<file path="config.mk">
export PLATFORM = sky130hd
export DESIGN_NAME = spi_disp_writer
export DESIGN_NICKNAME = d
export VERILOG_FILES = /design/src/rtl/spi_disp_pkg.sv /design/src/rtl/sdw_clk_div.sv /design/src/rtl/sdw_stage.sv /design/src/rtl/sdw_engine.sv /design/src/rtl/spi_disp_writer.sv
export SDC_FILE = /design/constraint.sdc
export NUM_CORES = 1
export LEC_CHECK = 0
export ABC_AREA = 1
export BUFFER_PORTS_ARGS = -buffer_cell sky130_fd_sc_hd__buf_2
export CAP_MARGIN = 0
export CORE_ASPECT_RATIO = 1.4
export CORE_MARGIN = 2
export CORE_UTILIZATION = 30
export CTS_CLUSTER_DIAMETER = 60
export DETAILED_ROUTE_END_ITERATION = 8
export PLACE_DENSITY_LB_ADDON = 0.1
export SETUP_SLACK_MARGIN = 0.2
export SLEW_MARGIN = 20
export SYNTH_ARGS = -nofsm -noshare
export SYNTH_HDL_FRONTEND = slang
export SYNTH_SLANG_ARGS = --single-unit
</file>
<file path="constraint.sdc">
create_clock -name clk_i -period 1.6 [get_ports clk_i]
set_input_delay 0.24 -clock clk_i [delete_from_list [all_inputs] [get_ports clk_i]]
set_output_delay 0.24 -clock clk_i [all_outputs]
set_load 0.01 [all_outputs]
</file>
<file path="src/rtl/spi_disp_pkg.sv">
package spi_disp_pkg;
  localparam int BYTE_W = 8;

  typedef struct packed {
    logic              is_data;
    logic              last;
    logic [BYTE_W-1:0] data;
  } tag_byte_t;

  typedef enum logic [1:0] {
    ST_IDLE,
    ST_LOW,
    ST_HIGH,
    ST_TAIL
  } eng_state_e;
endpackage

</file>
<file path="src/rtl/sdw_clk_div.sv">
module sdw_clk_div #(
  parameter int HALF_DIV = 2
) (
  input  logic clk_i,
  input  logic rst_ni,
  input  logic run_i,
  output logic tick_o
);
  localparam int CW = (HALF_DIV > 2) ? $clog2(HALF_DIV) : 1;
  localparam logic [CW-1:0] CNT_MAX = CW'(HALF_DIV - 1);

  logic [CW-1:0] cnt_q;

  assign tick_o = run_i && (cnt_q == CNT_MAX);

  always_ff @(posedge clk_i or negedge rst_ni) begin
    if (!rst_ni)          cnt_q <= '0;
    else if (!run_i)      cnt_q <= '0;
    else if (cnt_q == CNT_MAX) cnt_q <= '0;
    else                  cnt_q <= cnt_q + 1'b1;
  end

  // half periods of at least two system clocks
  p_tick_spacing_r4: assert property (@(posedge clk_i) disable iff (!rst_ni)
    tick_o |=> !tick_o);
endmodule

</file>
<file path="src/rtl/sdw_stage.sv">
module sdw_stage
  import spi_disp_pkg::*;
(
  input  logic      clk_i,
  input  logic      rst_ni,
  input  logic      in_valid_i,
  output logic      in_ready_o,
  input  tag_byte_t in_item_i,
  input  logic      pop_i,
  output logic      out_valid_o,
  output tag_byte_t out_item_o
);
  logic      valid_q;
  tag_byte_t item_q;

  assign in_ready_o  = !valid_q || pop_i;
  assign out_valid_o = valid_q;
  assign out_item_o  = item_q;

  always_ff @(posedge clk_i or negedge rst_ni) begin
    if (!rst_ni) begin
      valid_q <= 1'b0;
      item_q  <= '0;
    end else begin
      if (in_valid_i && in_ready_o) begin
        valid_q <= 1'b1;
        item_q  <= in_item_i;
      end else if (pop_i) begin
        valid_q <= 1'b0;
      end
    end
  end

  p_hold_r6: assert property (@(posedge clk_i) disable iff (!rst_ni)
    valid_q && !pop_i |=> valid_q && $stable(item_q));
endmodule

</file>
<file path="src/rtl/sdw_engine.sv">
module sdw_engine
  import spi_disp_pkg::*;
(
  input  logic      clk_i,
  input  logic      rst_ni,
  input  logic      tick_i,
  input  logic      stage_valid_i,
  input  tag_byte_t stage_item_i,
  output logic      pop_o,
  output logic      busy_o,
  output logic      sck_o,
  output logic      mosi_o,
  output logic      cs_no,
  output logic      dc_o,
  output logic      underrun_o,
  output logic      order_err_o
);
  localparam int BW = $clog2(BYTE_W);

  eng_state_e        st_q;
  logic [BYTE_W-1:0] sh_q;
  logic [BW-1:0]     bit_q;
  logic              last_q, sck_q, cs_q, dc_q, seen_data_q;
  logic              underrun_q, order_err_q;
  logic              byte_end;

  assign byte_end = (st_q == ST_HIGH) && tick_i && (bit_q == '0);
  assign pop_o    = stage_valid_i && ((st_q == ST_IDLE) || (byte_end && !last_q));
  assign busy_o   = (st_q != ST_IDLE);

  always_ff @(posedge clk_i or negedge rst_ni) begin
    if (!rst_ni) begin
      st_q        <= ST_IDLE;
      sh_q        <= '0;
      bit_q       <= '0;
      last_q      <= 1'b0;
      sck_q       <= 1'b0;
      cs_q        <= 1'b1;
      dc_q        <= 1'b0;
      seen_data_q <= 1'b0;
      underrun_q  <= 1'b0;
      order_err_q <= 1'b0;
    end else begin
      if (pop_o) begin
        sh_q   <= stage_item_i.data;
        dc_q   <= stage_item_i.is_data;
        last_q <= stage_item_i.last;
        bit_q  <= BW'(BYTE_W - 1);
      end
      unique case (st_q)
        ST_IDLE: if (stage_valid_i) begin
          cs_q        <= 1'b0;
          seen_data_q <= stage_item_i.is_data;
          st_q        <= ST_LOW;
        end
        ST_LOW: if (tick_i) begin
          sck_q <= 1'b1;
          st_q  <= ST_HIGH;
        end
        ST_HIGH: if (tick_i) begin
          sck_q <= 1'b0;
          if (bit_q != '0) begin
            sh_q  <= {sh_q[BYTE_W-2:0], 1'b0};
            bit_q <= bit_q - 1'b1;
            st_q  <= ST_LOW;
          end else if (last_q) begin
            st_q <= ST_TAIL;
          end else if (stage_valid_i) begin
            seen_data_q <= seen_data_q | stage_item_i.is_data;
            if (seen_data_q && !stage_item_i.is_data) order_err_q <= 1'b1;
            st_q <= ST_LOW;
          end else begin
            underrun_q <= 1'b1;
            st_q       <= ST_TAIL;
          end
        end
        ST_TAIL: if (tick_i) begin
          cs_q <= 1'b1;
          st_q <= ST_IDLE;
        end
        default: st_q <= ST_IDLE;
      endcase
    end
  end

  assign sck_o       = sck_q;
  assign mosi_o      = sh_q[BYTE_W-1];
  assign cs_no       = cs_q;
  assign dc_o        = dc_q;
  assign underrun_o  = underrun_q;
  assign order_err_o = order_err_q;

  p_idle_clock_low_r9: assert property (@(posedge clk_i) disable iff (!rst_ni)
    cs_q |-> !sck_q);
  p_mosi_low_phase_r2: assert property (@(posedge clk_i) disable iff (!rst_ni)
    !$stable(mosi_o) |-> !sck_q);
  p_dc_at_boundary_r3: assert property (@(posedge clk_i) disable iff (!rst_ni)
    !$stable(dc_q) |-> ($fell(sck_q) || $fell(cs_q)));
  p_order_sent_as_cmd_r8: assert property (@(posedge clk_i) disable iff (!rst_ni)
    $rose(order_err_q) |-> !dc_q);
  p_underrun_ends_r7: assert property (@(posedge clk_i) disable iff (!rst_ni)
    $rose(underrun_q) |-> (st_q == ST_TAIL) && !cs_q);
endmodule

</file>
<file path="src/rtl/spi_disp_writer.sv">
module spi_disp_writer
  import spi_disp_pkg::*;
#(
  parameter int HALF_DIV = 2
) (
  input  logic              clk_i,
  input  logic              rst_ni,
  input  logic              in_valid_i,
  output logic              in_ready_o,
  input  logic [BYTE_W-1:0] in_byte_i,
  input  logic              in_is_data_i,
  input  logic              in_last_i,
  output logic              sck_o,
  output logic              mosi_o,
  output logic              cs_no,
  output logic              dc_o,
  output logic              underrun_o,
  output logic              order_err_o
);
  tag_byte_t in_item, stage_item;
  logic      stage_valid, pop, busy, tick;

  assign in_item = '{is_data: in_is_data_i, last: in_last_i, data: in_byte_i};

  sdw_stage u_stage (
    .clk_i       (clk_i),
    .rst_ni      (rst_ni),
    .in_valid_i  (in_valid_i),
    .in_ready_o  (in_ready_o),
    .in_item_i   (in_item),
    .pop_i       (pop),
    .out_valid_o (stage_valid),
    .out_item_o  (stage_item)
  );

  sdw_clk_div #(.HALF_DIV(HALF_DIV)) u_div (
    .clk_i  (clk_i),
    .rst_ni (rst_ni),
    .run_i  (busy),
    .tick_o (tick)
  );

  sdw_engine u_eng (
    .clk_i         (clk_i),
    .rst_ni        (rst_ni),
    .tick_i        (tick),
    .stage_valid_i (stage_valid),
    .stage_item_i  (stage_item),
    .pop_o         (pop),
    .busy_o        (busy),
    .sck_o         (sck_o),
    .mosi_o        (mosi_o),
    .cs_no         (cs_no),
    .dc_o          (dc_o),
    .underrun_o    (underrun_o),
    .order_err_o   (order_err_o)
  );
endmodule

</file>
== Word level (Yosys, flattened, before mapping) ==
Cells that the tools add are included.
Storage, ports and cells
  flip-flop bits (word level): 32
  word-level logic and storage cells: 88
Cells by class
  add/subtract/negate cells: 2
  equality and inequality tests: 10
  multiplexer cells: 31
  bitwise logic cells: 4
  reduce and logical (&&, ||, !) cells: 26
Operators with widths (number)
  8-bit two-way mux: 4
  2-bit two-way mux: 7
  1-bit two-way mux: 12
  3-bit two-way mux: 4
  6-bit AND reduction: 2
  2-bit nonzero test: 5
  2-bit != test (second input constant): 4
  2-bit one-hot mux with 4 select lines: 1
  1-bit logical AND: 7
  2-bit by 1-bit != test with 1-bit output (second input constant): 3
  1-bit one-hot mux with 2 select lines: 3
  3-bit AND reduction: 2
  5-bit AND reduction: 1
  2-bit == test (second input constant): 2
  4-bit AND reduction: 1
  1-bit logical NOT: 3
  3-bit logical NOT: 1
  1-bit NOT: 3
  3-bit nonzero test: 1
  3-bit by 1-bit subtractor with 3-bit output (second input constant): 1
  2-bit by 1-bit == test with 1-bit output (second input constant): 1
  2-bit logical NOT: 1
  1-bit logical OR: 2
  1-bit adder (second input constant): 1
  1-bit OR: 1

== Logic depth before layout (Yosys ltp) ==
  depth in word-level cells: 11
  depth in mapped cells: 10

== Modules after synthesis ==
From an unflattened synthesis, not the netlist that was laid out.
Unflattened totals
  cells, all modules: 162
  area, all modules: 1514.0 sq um
By module, submodules not included
  sdw_engine: instances 1, cells an instance 109, area each 1016.0 sq um
  sdw_stage: instances 1, cells an instance 48, area each 455.4 sq um
  sdw_clk_div: instances 1, cells an instance 5, area each 42.5 sq um

== Worst setup path after synthesis ==
No wires, ideal clock.
  kind: flip-flop to flip-flop
  start: register u_eng.bit_q[0]
  end: register u_eng.sh_q[7]
  setup time: 0.124 ns
  arrival: 1.248 ns
  required time: 1.476 ns
  path slack: 0.227 ns
  stages on the path, launching flop included: 10
  buffers on the path: 1
  cell sequence: dfrtp_1 inv_1 ha_1 nand2_1 inv_1 nor2_4 inv_2 buf_6 nand3_1 nand3_1
On the way
  cells in the longest elaborated chain, start to end: 9
Ends and longest elaborated chain
  from (decl): line sdw_engine.sv:22  | logic [BW-1:0] bit_q;
  from (signal assigned): line sdw_engine.sv:48  | bit_q <= BW'(BYTE_W - 1);
  from (signal assigned): line sdw_engine.sv:64  | bit_q <= bit_q - 1'b1;
  3-bit logical NOT: line sdw_engine.sv:27  | assign byte_end = (st_q == ST_HIGH) && tick_i && (bit_q == '0);
  1-bit logical AND: line sdw_engine.sv:27
  1-bit logical AND: line sdw_engine.sv:28  | assign pop_o = stage_valid_i && ((st_q == ST_IDLE) || (byte_end && !last_q));
  1-bit logical OR: line sdw_engine.sv:28
  1-bit logical AND: line sdw_engine.sv:28
  8-bit two-way mux: line sdw_engine.sv:44  | if (pop_o) begin
  8-bit two-way mux: line sdw_engine.sv:62  | if (bit_q != '0) begin
  8-bit two-way mux: line sdw_engine.sv:60  | ST_HIGH: if (tick_i) begin
  8-bit two-way mux (*): line sdw_engine.sv:50  | unique case (st_q)
  to (signal assigned): line sdw_engine.sv:45  | sh_q <= stage_item_i.data;
  to (signal assigned): line sdw_engine.sv:63  | sh_q <= {sh_q[BYTE_W-2:0], 1'b0};
  to (decl): line sdw_engine.sv:21  | logic [BYTE_W-1:0] sh_q;
Mark *: on every way between the ends. The rest lies on a longest branch, timed or not.
A chain may end at the register's enable or synchronous reset.

== Final worst setup path ==
  start: register u_eng.bit_q[0]
  end: output in_ready_o
On the way
  cells in the longest elaborated chain, start to end: 6
Ends and longest elaborated chain
  3-bit logical NOT: line sdw_engine.sv:27
  1-bit logical AND: line sdw_engine.sv:27
  1-bit logical AND: line sdw_engine.sv:28
  1-bit logical OR: line sdw_engine.sv:28
  1-bit logical AND: line sdw_engine.sv:28
  1-bit logical OR: line sdw_stage.sv:16  | assign in_ready_o = !valid_q || pop_i;
  to (decl): line spi_disp_writer.sv:9  | output logic in_ready_o,
No other way between the ends.

==> flow_summary.yaml <==
status:
  run_status: "completed"
timing:
  crit_path_time_final_ns: 1.534
  max_clock_freq_ghz: 0.6520
  post_route_clock_period_utilization_pct: 95.86
  finalSetupTns_ns: 0
  final.hold.worst_slack_ns: 0.1853
  slew-limit-headroom_pct: 72.99
  grt_setup_unrepaired: "true"
  final_hold_viol_count: 0
  slew_violations: 0
  worst_clock_skew_ns: 0.004378
  finalSetupViolCount: 0
  tightest_slew_ns: 0.4052
layout:
  p_r_area_growth_vs_syn_pct: 52.76
  nets: 226
  antenna-diode-count: 0
  final_util_pct: 48.03
  drive_above_1_share_pct: 50.94
floorplan:
  floorplan.io_pins: 20
  fp.dieH_um: 86.23
  floorplan.die.width_um: 62.74
  core_um2: 4608
  initial_core_util_pct: 31.44
  rows: 29
  design.die.area_um2: 5410
drt:
  wire_per_inst_um: 12.60
  drtAntennaViolNets: 0
  first_pass_iters: 2
  initialDrtViolationCount: 40
  viasPerCell: 4.602
  detailroute.via_count: 1261
  drt_drc_violations_left: 0
  drt_wl_total_um: 3452
logic_synthesis:
  yosys.area.top_type: "sky130_fd_sc_hd__dfrtp_1"
  netlist-cell-type-count: 24
  synth.cells.most_frequent: "sky130_fd_sc_hd__nand2_1, sky130_fd_sc_hd__dfrtp_1, sky130_fd_sc_hd__nand3_1"
  synth_nets: 180
  syn-cell-area_um2: 1449
  synth.avg_cell_area_um2: 8.781
  synth_async_sr_flop_share_pct: 100.0
  synth-seq-cells: 32
  yosysMostFrequentCell: "sky130_fd_sc_hd__nand2_1"
  yosysWarnings: 0
  synth-seq-area-share_pct: 55.35
  post_synth_inst_count: 165
  synth_top_flop_cell: "sky130_fd_sc_hd__dfrtp_1"
  synth.area.top_cells: "sky130_fd_sc_hd__dfrtp_1, sky130_fd_sc_hd__nand2_1, sky130_fd_sc_hd__nand3_1, sky130_fd_sc_hd__inv_1, sky130_fd_sc_hd__buf_6"
  yosysTopAreaCellShare_pct: 53.54
  edff_count_synth: 0
setup_path:
  slowest_stage: "sky130_fd_sc_hd__dfrtp_1"
  critPathLaunchType: "register"
  critical-path-top-delay-family: "flip-flops"
  critical_path.most_common_cell: "sky130_fd_sc_hd__nand2_4"
  critical_path_required_ns: 1.36
  max_stage_delay_ns: 0.39
  setup.worst_path.end_class: "output port"
  crit_chain: "inv_2 -> ha_4 -> nand2_4 -> nand2_4 -> nand3_4 -> nand2_4 -> buf_6"
  worst-setup-path-type: "reg -> out"
  worst-path-buf-inv: 2
  crit_arrival_ns: 1.29
  cp_max_fo: 2
global_route:
  grt_max_degree: 33
  grt_use_total_pct: 12.98
  number_of_antenna_violations_at_the_first_check_in_global_routing: 0
  via_count_of_the_first_global_routing_pass: 1241
  grt-ovfl-total: 0
  grt_first_pass_wirelength_um: 5402
power:
  irDropWorstVdd_v: 0.001018
  p_per_area_nw_per_um2: 2032
  p_leak_nw: 1.165
cts:
  clk_latency_ns: 0.28
  clock_tree.htree_level_count: 2
  cts_root_buffer: "sky130_fd_sc_hd__clkbuf_8"
  cts.sink_count: 32
  clockBufferDepth: 2
  tritoncts: "built"
  cts_inserted_buffers: 5
  cts.reportedPaths.clkPinSlew_ns: 0.06
place:
  portBuffers: 19
  dpl_hpwl_um: 2129
  place.gp.congestion: 0.6967
job:
  timing.max_cap.violations: 0
min_path:
  hold_class: "in -> reg"
cell families after synthesis:
family / after synthesis / synth area share (%)
AO/OA/AOI/OAI: 10 / 4.404
adder cells (fa/ha/maj): 2 / 1.727
buffers and inverters: 19 / 6.822
flip-flops: 32 / 55.35
AND/OR/NAND/NOR: 102 / 31.69
where the power goes:
part	leakage, nW	switching (W)	internal (W)
sequential	0.385	0.000323	0.00117
clock	0.0455	0.000286	0.000351
combinational	0.735	0.00116	0.00120
total	1.16	0.00177	0.00273
layer usage:
metal  wire length, um  GRT usage (%)  vias up
li1                  -              -      620
met1              1445          14.37      609
met2              1819          23.07       25
met3               107          2.857        7
met4                80          7.273        0
met5                 0              0        -
layout by cell type, fill, tap and decap left out, types with 5 or more instances in the layout:
| cell | Yosys | final |
|---|---|---|
| sky130_fd_sc_hd__nand2_2 | 3 | 6 |
| sky130_fd_sc_hd__nand2_1 | 58 | 44 |
| sky130_fd_sc_hd__inv_2 | 3 | 5 |
| sky130_fd_sc_hd__clkbuf_8 | 0 | 6 |
| sky130_fd_sc_hd__buf_4 | 1 | 13 |
| sky130_fd_sc_hd__buf_6 | 3 | 7 |
| sky130_fd_sc_hd__inv_1 | 10 | 7 |
| sky130_fd_sc_hd__buf_2 | 1 | 18 |
| sky130_fd_sc_hd__nand2_4 | 1 | 12 |
| sky130_fd_sc_hd__nand3_2 | 1 | 22 |
| sky130_fd_sc_hd__nand3_1 | 28 | 5 |
| sky130_fd_sc_hd__dfrtp_1 | 31 | 28 |
| sky130_fd_sc_hd__nor2_1 | 7 | 7 |
registers in the layout, indices dropped and copies added (netlist names):
| name | count |
|---|---|
| u_div.cnt_q | 1 |
| u_eng.bit_q | 3 |
| u_eng.cs_no | 1 |
| u_eng.dc_o | 1 |
| u_eng.last_q | 1 |
| u_eng.order_err_o | 1 |
| u_eng.sck_o | 1 |
| u_eng.seen_data_q | 1 |
| u_eng.sh_q | 8 |
| u_eng.st_q | 2 |
| u_eng.underrun_o | 1 |
| u_stage.out_item_o | 10 |
| u_stage.out_valid_o | 1 |
final timing paths:
kind	end	depth (start not counted)	from	slack (ns)
max	in_ready_o	7	u_eng.bit_q[0]	0.07
min	u_stage.out_item_o[1]	3	in_byte_i[1]	0.19
max reg2reg	u_eng.sh_q[1]	11	u_eng.bit_q[0]	0.10
min reg2reg	u_eng.order_err_o	1	u_eng.order_err_o	0.48
max in group asynchronous	u_eng.cs_no	3	rst_ni	0.77
min in group asynchronous	u_eng.st_q[1]	3	rst_ni	0.50
cell type report:
cell class              instances  area (um^2)
well taps                      62        77.57
repair buffers                 44        379.1
inverters                      13        51.30
clock buffers                   8        90.09
flip-flops and latches         32        805.8
fillers                       445         2395
multi-input cells             115        809.5
stage by stage:
step | total power [W] | instance area, um^2 | std cells | worst slack [ns]
finish | 0.004497 | 2213 | 274 | 0.06627
global route | 0.004804 | 2213 | 274 | 0.01913
CTS | 0.004033 | 2003 | 267 | 0.07121
detailed placement | 0.002655 | 1629 | 246 | 0.1110
global placement | 0.002628 | 1629 | 246 | 0.1405
floorplan | 0.002286 | 1449 | 165 | 0.2274
worst reg2reg max path: stages, from the launching register on:
cell and delay [ns]:
sky130_fd_sc_hd__dfrtp_1 0.39, sky130_fd_sc_hd__inv_2 0.09, sky130_fd_sc_hd__ha_4 0.15, sky130_fd_sc_hd__nand2_4 0.05, sky130_fd_sc_hd__nand2_4 0.08, sky130_fd_sc_hd__nand3_4 0.08, sky130_fd_sc_hd__buf_6 0.13, sky130_fd_sc_hd__nor2_4 0.12
sky130_fd_sc_hd__buf_6 0.12, sky130_fd_sc_hd__buf_12 0.12, sky130_fd_sc_hd__nand2_1 0.06, sky130_fd_sc_hd__nand3_2 0.06
timing repair:
| action | in CTS | in global routing |
|---|---|---|
| hold buffers | 1 | 0 |
| endpoints found under the hold margin | 31 | 0 |
| cloned | 2 | 1 |
| endpoints found under the setup margin | 22 | 26 |
| pin swaps | 11 | 20 |
| buffers inserted | 10 | 6 |
| resized for setup | 41 | 34 |
Power figures use the tool's default switching activity.
